### src/rtl/hw_step_ctrl_pkg.sv
package hw_step_ctrl_pkg;

  // instruction-class line indices produced by the opcode decoder
  localparam int INS_ADD = 0;
  localparam int INS_BR  = 1;
  localparam int INS_BRN = 2;
  localparam int INS_BAD = 3;
  localparam int INS_N   = 4;

  typedef struct packed {
    logic pc_out;
    logic pc_in;
    logic mar_in;
    logic mem_read;
    logic carry_in;
    logic alu_add;
    logic y_in;
    logic z_in;
    logic z_out;
    logic ir_in;
    logic mdr_out;
    logic off_out;
    logic rf_out;
    logic rf_in;
    logic wait_mfc;
    logic fin;
  } strobe_t;

endpackage

### src/rtl/hsc_step_counter.sv
module hsc_step_counter #(
  parameter int N_STEPS = 7,
  localparam int STEP_W = $clog2(N_STEPS)
) (
  input  logic              clk,
  input  logic              rst,
  input  logic              run,
  input  logic              fin,
  output logic [STEP_W-1:0] cnt
);
  localparam logic [STEP_W-1:0] LAST = STEP_W'(N_STEPS - 1);

  always_ff @(posedge clk) begin
    if (rst || fin)
      cnt <= '0;
    else if (run && cnt != LAST)
      cnt <= cnt + 1'b1;
  end

  // finishing returns the counter to the first step
  a_r8_fin_restart: assert property (@(posedge clk) disable iff (rst)
    fin |=> cnt == '0);
  // a stalled step keeps its count
  a_r3_hold_on_wait: assert property (@(posedge clk) disable iff (rst)
    (!run && !fin) |=> $stable(cnt));
  a_r1_advance: assert property (@(posedge clk) disable iff (rst)
    (run && !fin && cnt != LAST) |=> cnt == $past(cnt) + 1'b1);

endmodule

### src/rtl/hsc_step_decoder.sv
module hsc_step_decoder #(
  parameter int N_STEPS = 7,
  localparam int STEP_W = $clog2(N_STEPS)
) (
  input  logic [STEP_W-1:0]  cnt,
  output logic [N_STEPS-1:0] hot
);
  for (genvar i = 0; i < N_STEPS; i++) begin : g_line
    assign hot[i] = (cnt == STEP_W'(i));
  end
endmodule

### src/rtl/hsc_instr_decoder.sv
module hsc_instr_decoder
  import hw_step_ctrl_pkg::*;
#(
  parameter int OPC_W   = 4,
  parameter int OPC_ADD = 1,
  parameter int OPC_BR  = 2,
  parameter int OPC_BRN = 3
) (
  input  logic [OPC_W-1:0] opcode,
  output logic [INS_N-1:0] ins
);
  always_comb begin
    ins = '0;
    unique case (opcode)
      OPC_W'(OPC_ADD): ins[INS_ADD] = 1'b1;
      OPC_W'(OPC_BR):  ins[INS_BR]  = 1'b1;
      OPC_W'(OPC_BRN): ins[INS_BRN] = 1'b1;
      default:         ins[INS_BAD] = 1'b1;
    endcase
  end
endmodule

### src/rtl/hsc_strobe_encoder.sv
module hsc_strobe_encoder
  import hw_step_ctrl_pkg::*;
#(
  parameter int N_STEPS = 7,
  parameter int RF_AW   = 2,
  parameter int SRC_REG = 3,
  parameter int DST_REG = 1
) (
  input  logic [N_STEPS-1:0] t,
  input  logic [INS_N-1:0]   ins,
  input  logic               n_flag,
  output strobe_t            s,
  output logic [RF_AW-1:0]   rf_sel
);
  logic add, br, brn, bad, jmp;

  always_comb begin
    add = ins[INS_ADD];
    br  = ins[INS_BR];
    brn = ins[INS_BRN];
    bad = ins[INS_BAD];
    jmp = br | brn;

    s.pc_out   = t[0] | (t[3] & jmp);
    s.pc_in    = t[1] | (t[5] & jmp);
    s.mar_in   = t[0] | (t[3] & add);
    s.mem_read = t[0] | (t[3] & add);
    s.carry_in = t[0];
    s.alu_add  = t[0] | (t[5] & add) | (t[4] & jmp);
    s.y_in     = (t[4] & add) | (t[3] & jmp);
    s.z_in     = t[0] | (t[5] & add) | (t[4] & jmp);
    s.z_out    = t[1] | (t[6] & add) | (t[5] & jmp);
    s.ir_in    = t[2];
    s.mdr_out  = t[2] | (t[5] & add);
    s.off_out  = t[4] & jmp;
    s.rf_out   = (t[3] | t[4]) & add;
    s.rf_in    = t[6] & add;
    s.wait_mfc = t[1] | (t[4] & add);
    s.fin      = (t[6] & add) | (t[5] & br)
               | (((t[5] & n_flag) | (t[3] & ~n_flag)) & brn)
               | (t[3] & bad);

    if (s.rf_out || s.rf_in)
      rf_sel = t[3] ? RF_AW'(SRC_REG) : RF_AW'(DST_REG);
    else
      rf_sel = '0;
  end
endmodule

### src/rtl/hw_step_ctrl.sv
module hw_step_ctrl
  import hw_step_ctrl_pkg::*;
#(
  parameter int OPC_W   = 4,
  parameter int N_STEPS = 7,
  parameter int RF_AW   = 2,
  parameter int OPC_ADD = 1,
  parameter int OPC_BR  = 2,
  parameter int OPC_BRN = 3,
  parameter int SRC_REG = 3,
  parameter int DST_REG = 1
) (
  input  logic               clk,
  input  logic               rst,
  input  logic [OPC_W-1:0]   opcode,
  input  logic               n_flag,
  input  logic               mfc,
  output logic [N_STEPS-1:0] step_hot,
  output logic               pc_out,
  output logic               pc_in,
  output logic               mar_in,
  output logic               mem_read,
  output logic               carry_in,
  output logic               alu_add,
  output logic               y_in,
  output logic               z_in,
  output logic               z_out,
  output logic               ir_in,
  output logic               mdr_out,
  output logic               off_out,
  output logic               rf_out,
  output logic               rf_in,
  output logic [RF_AW-1:0]   rf_sel,
  output logic               wait_mfc,
  output logic               end_op
);
  localparam int STEP_W = $clog2(N_STEPS);

  logic [STEP_W-1:0] cnt;
  logic [INS_N-1:0]  ins;
  strobe_t           s;
  logic              run;

  assign run = ~(s.wait_mfc & ~mfc);

  hsc_step_counter #(.N_STEPS(N_STEPS)) u_cnt (
    .clk(clk), .rst(rst), .run(run), .fin(s.fin), .cnt(cnt)
  );

  hsc_step_decoder #(.N_STEPS(N_STEPS)) u_sdec (
    .cnt(cnt), .hot(step_hot)
  );

  hsc_instr_decoder #(
    .OPC_W(OPC_W), .OPC_ADD(OPC_ADD), .OPC_BR(OPC_BR), .OPC_BRN(OPC_BRN)
  ) u_idec (
    .opcode(opcode), .ins(ins)
  );

  hsc_strobe_encoder #(
    .N_STEPS(N_STEPS), .RF_AW(RF_AW), .SRC_REG(SRC_REG), .DST_REG(DST_REG)
  ) u_enc (
    .t(step_hot), .ins(ins), .n_flag(n_flag), .s(s), .rf_sel(rf_sel)
  );

  assign pc_out   = s.pc_out;
  assign pc_in    = s.pc_in;
  assign mar_in   = s.mar_in;
  assign mem_read = s.mem_read;
  assign carry_in = s.carry_in;
  assign alu_add  = s.alu_add;
  assign y_in     = s.y_in;
  assign z_in     = s.z_in;
  assign z_out    = s.z_out;
  assign ir_in    = s.ir_in;
  assign mdr_out  = s.mdr_out;
  assign off_out  = s.off_out;
  assign rf_out   = s.rf_out;
  assign rf_in    = s.rf_in;
  assign wait_mfc = s.wait_mfc;
  assign end_op   = s.fin;

  // exactly one step line is active
  a_r1_onehot_step: assert property (@(posedge clk) disable iff (rst)
    $countones(step_hot) == 1);
  // single bus driver, no Z read and write in one step
  a_r10_one_bus_src: assert property (@(posedge clk) disable iff (rst)
    $onehot0({pc_out, z_out, mdr_out, off_out, rf_out}));
  a_r10_z_excl: assert property (@(posedge clk) disable iff (rst)
    !(z_in && z_out));
  // a waiting step keeps its strobes while memory is busy
  a_r3_wait_stable: assert property (@(posedge clk) disable iff (rst)
    (wait_mfc && !mfc) |=> $stable(step_hot));
  // unknown opcodes write nothing past fetch
  a_r9_bad_no_write: assert property (@(posedge clk) disable iff (rst)
    (ins[INS_BAD] && step_hot[3]) |-> !(pc_in || rf_in || ir_in || mar_in || z_in || y_in));
  // not-taken branch finishes at T4
  a_r7_brn_short: assert property (@(posedge clk) disable iff (rst)
    (ins[INS_BRN] && !n_flag && step_hot[3]) |-> end_op);

endmodule

### config.mk
export PLATFORM = sky130hd
export DESIGN_NAME = hw_step_ctrl
export DESIGN_NICKNAME = d
export VERILOG_FILES = /design/src/rtl/hw_step_ctrl_pkg.sv /design/src/rtl/hsc_step_counter.sv /design/src/rtl/hsc_step_decoder.sv /design/src/rtl/hsc_instr_decoder.sv /design/src/rtl/hsc_strobe_encoder.sv /design/src/rtl/hw_step_ctrl.sv
export SDC_FILE = /design/constraint.sdc
export NUM_CORES = 1
export LEC_CHECK = 0
export CORE_MARGIN = 5
export CORE_UTILIZATION = 33
export CTS_CLUSTER_DIAMETER = 50
export DETAILED_ROUTE_END_ITERATION = 6
export PLACE_DENSITY = 0.86
export SYNTH_ARGS = -nofsm -noshare
export SYNTH_HDL_FRONTEND = slang
export SYNTH_HIERARCHICAL = 1
export SYNTH_SLANG_ARGS = --single-unit
### constraint.sdc
create_clock -name clk -period 2.4 [get_ports clk]
set_input_delay 0.48 -clock clk [delete_from_list [all_inputs] [get_ports clk]]
set_output_delay 0.48 -clock clk [all_outputs]
set_load 0.05 [all_outputs]
==> summary.md, run 1 <==
| Metric | Value |
|---|---|
| Power Dens Cells | between 1000 and 1500 nW/um^2 |
| Tcrit/Tclk final | 97.13% |
| CTS root buf | clkbuf_4 |
| Synthesized Nets | 64 |
| Rows | 13 |
| Sequential fraction of the synthesis area | around an eighth |
| Clock Sinks | 3 |
| DIE AREA | between 2000 and 2500 sq um |
| Final ANT Viol Nets | 0 |
| Skew final | around 0.0046 ns |
| # DRC | 0 |
| Crit. End Element | output port |
| Hold_ws | about 0.66 ns |
| Slew Viols, Final | 0 |
| Max FFs per register | 3 |
| Unique masters post-synth | 29 |
| Most frequent cell after synthesis | nor3b_1 |
| # setup viols final | 0 |
| WP data required | roughly 1.9 ns |
| Maximum fanout along the worst path | 5 |
| Vias | around 590 |
| Fin area | approximately 1100 sq um |
| Avg Inst Size Synth | 8.318 sq um |
| Fraction of layout cells with a size suffix above 1 | 60.20% |
| Max Fclk | ~430 MHz |
| Final nets | 109 |
| WS Path Type | in -> out |
| Final hold violation count | 0 |
| Worst hold path type | reg -> reg |
| Largest net degree at the start of global routing | 12 |
| DR vias/cell | roughly 5.2 |
| H-tree depth | 1 |
| Vias in the first global route | 585 |
| Initial antenna violation count | 0 |
| EDFF count, synth | 0 |
| Pin slew with the least headroom to its limit | between 0.5 and 0.6 ns |
| Starting Density | about a third |
| Most used DFF post-synth | dfxtp_1 |
| TritonCTS Buffers | 3 |
| HPWL Detailed | roughly 1.4 mm |
| Ys async rst share | 0% |
| Synthesis Warnings | 6 |
| Cell area after placement | 1055 sq um |
| Final min period | about 2.3 ns |
| Run status | completed |
| Maxcap violations | 0 |
| Synth cell count leaders | 5 x nor3b_1, 4 x buf_4, 4 x nand2b_1 |
| Synth top area share | a little over an eighth |
| Overall Power | around 1.6 mW |
| CTS Buffer Depth | 2 |
| Crit path top cell by count | buf_4 |
| Skew-Pair Late Insertion Delay | roughly 0.24 ns |
| Die Ht | 46.90 microns |
| Setup TNS | 0 ns |
| Pre-antenna DRT Iters | 4 |
| Register with the most flip-flops | u_cnt/cnt |
| Crit path largest cell delay | about 0.34 ns |
| First-pass GRT wire length | ~2.8 mm |
| CP Launch Type | primary input |
| Worst path cell trace | dlygate4sd2_1 > nor4b_2 > buf_4 > buf_4 > buf_4 > a211o_2 > buf_12 |
| Post-Syn Area | 449.2 sq um |
| Overflow after GRT | 0 |
| Clock Pin Slew Worst Setup and Hold Paths | roughly 0.040 ns |
| Top Registers | u_cnt/cnt (3) |
| Top Ports | 33 |
| Worst IR Drop VDD | ~0.0012 V |
| Data arrival, critical path | ~1.9 ns |
| Synth area leader | dfxtp_1 |
| Cells after Synth | 54 |
| Starting DRT DRC Count | 9 |
| Slowest stage cell, crit path | a211o_2 |
| Area delta synth->final | 148.7% |
| WL/cell | 14.88 microns |
| Seq cells post-synth | 3 |
| Final wirelength | 1.682 mm |
| Total GRT Usage | between 10% and 20% |
| Relative slew slack | about 66% |
| Fin util | between 80% and 90% |
| CTS tree | built |
| Unrepaired setup endpoints after global routing | false |
| RD Place Congestion | 0.7745 |
| IO buf count | 32 |
| Antenna diodes | 0 |
| Die width | approximately 47 microns |
| Leakage | approximately 0.53 nW |
| Placeable Area | between 1000 and 1500 sq um |
| Synth area leaders | dfxtp_1 13%, nor3b_1 8.4%, and3b_2 6.7%, buf_4 6.7%, mux2_4 6.7% |
==> layout by cell type, fill, tap and decap left out, types with 3 or more instances in the layout <==
cell | Yosys | routed
buf_12 | 0 | 15
buf_4 | 4 | 13
clkdlybuf4s50_1 | 0 | 8
nand2b_1 | 4 | 4
dlygate4sd2_1 | 0 | 4
clkbuf_4 | 0 | 3
dlymetal6s2s_1 | 0 | 3
dfxtp_2 | 0 | 3
==> path summary, 6_finish.rpt <==
path	from	to	slack [ns]	cells past startpoint
worst max-delay path	opcode[0]	alu_add	0.07	7
worst min-delay path	u_cnt/cnt[2]$_SDFFE_PP0P_	u_cnt/cnt[2]$_SDFFE_PP0P_	0.66	2
worst max register to register	u_cnt/cnt[2]$_SDFFE_PP0P_	u_cnt/cnt[0]$_SDFFE_PP0P_	0.63	6
worst min register to register	u_cnt/cnt[2]$_SDFFE_PP0P_	u_cnt/cnt[2]$_SDFFE_PP0P_	0.66	2
==> cells by family (layout without fill, tap and decap cells) <==
family,count (synthesis),after routing,synth area share (%)
flops,3,3,13.37
simple gates,29,29,47.08
buf+inv,6,50,8.357
compound gates,12,12,18.94
fa+ha+maj,2,2,5.570
mux,2,2,6.686
==> where the power goes <==
part | switching, mW | total [mW] | internal, mW
registers | 0.0620 | 0.135 | 0.0727
logic | 0.772 | 1.39 | 0.621
clock network | 0.0303 | 0.0929 | 0.0626
total | 0.865 | 1.62 | 0.756
==> area by class of cell <==
| type | count | area (sq um) |
|---|---|---|
| well taps | 15 | 18.77 |
| flip-flops and latches | 3 | 63.81 |
| multi-input cells | 45 | 417.9 |
| clock buffers | 4 | 26.28 |
| inverters | 2 | 7.507 |
| fillers | 72 | 183.9 |
| repair buffers | 44 | 583.1 |
==> critical path: cells and delay by family <==
family	cells	cell delay, ns
AOI/OAI and AO/OA	1	0.34
and+or+nand+nor	1	0.17
buffers and inverters	5	0.86
==> stage by stage <==
stage	worst slack [ns]	std cells
2_1_floorplan	-0.05876	54
3_3_place_gp	-0.1472	107
3_5_place_dp	-0.1779	107
4_1_cts	0.04611	112
5_1_grt	0.009276	113
6_report	0.06890	113
==> routing by layer <==
metal  up-vias  GRT usage, %  wire length (microns)
li1        288             -                      -
met1       277         19.50                    689
met2        24         33.60                    891
met3         2         2.299                     90
met4         0         4.972                     11
met5         -             0                      0
==> timing repair <==
item	CTS	global route
pin swaps	1	2
hold buffers	0	0
endpoints found under the hold margin	0	0
gates resized for setup	7	3
setup buffers	1	1
setup endpoints to repair	7	4
Note: power is estimated with default switching activity, not from simulation.
==> run 2: changes to the inputs <==
- SLEW_MARGIN: unset -> 5
==> results of run 2 <==
Final layout, timing and power as in run 1 (identical DEF).
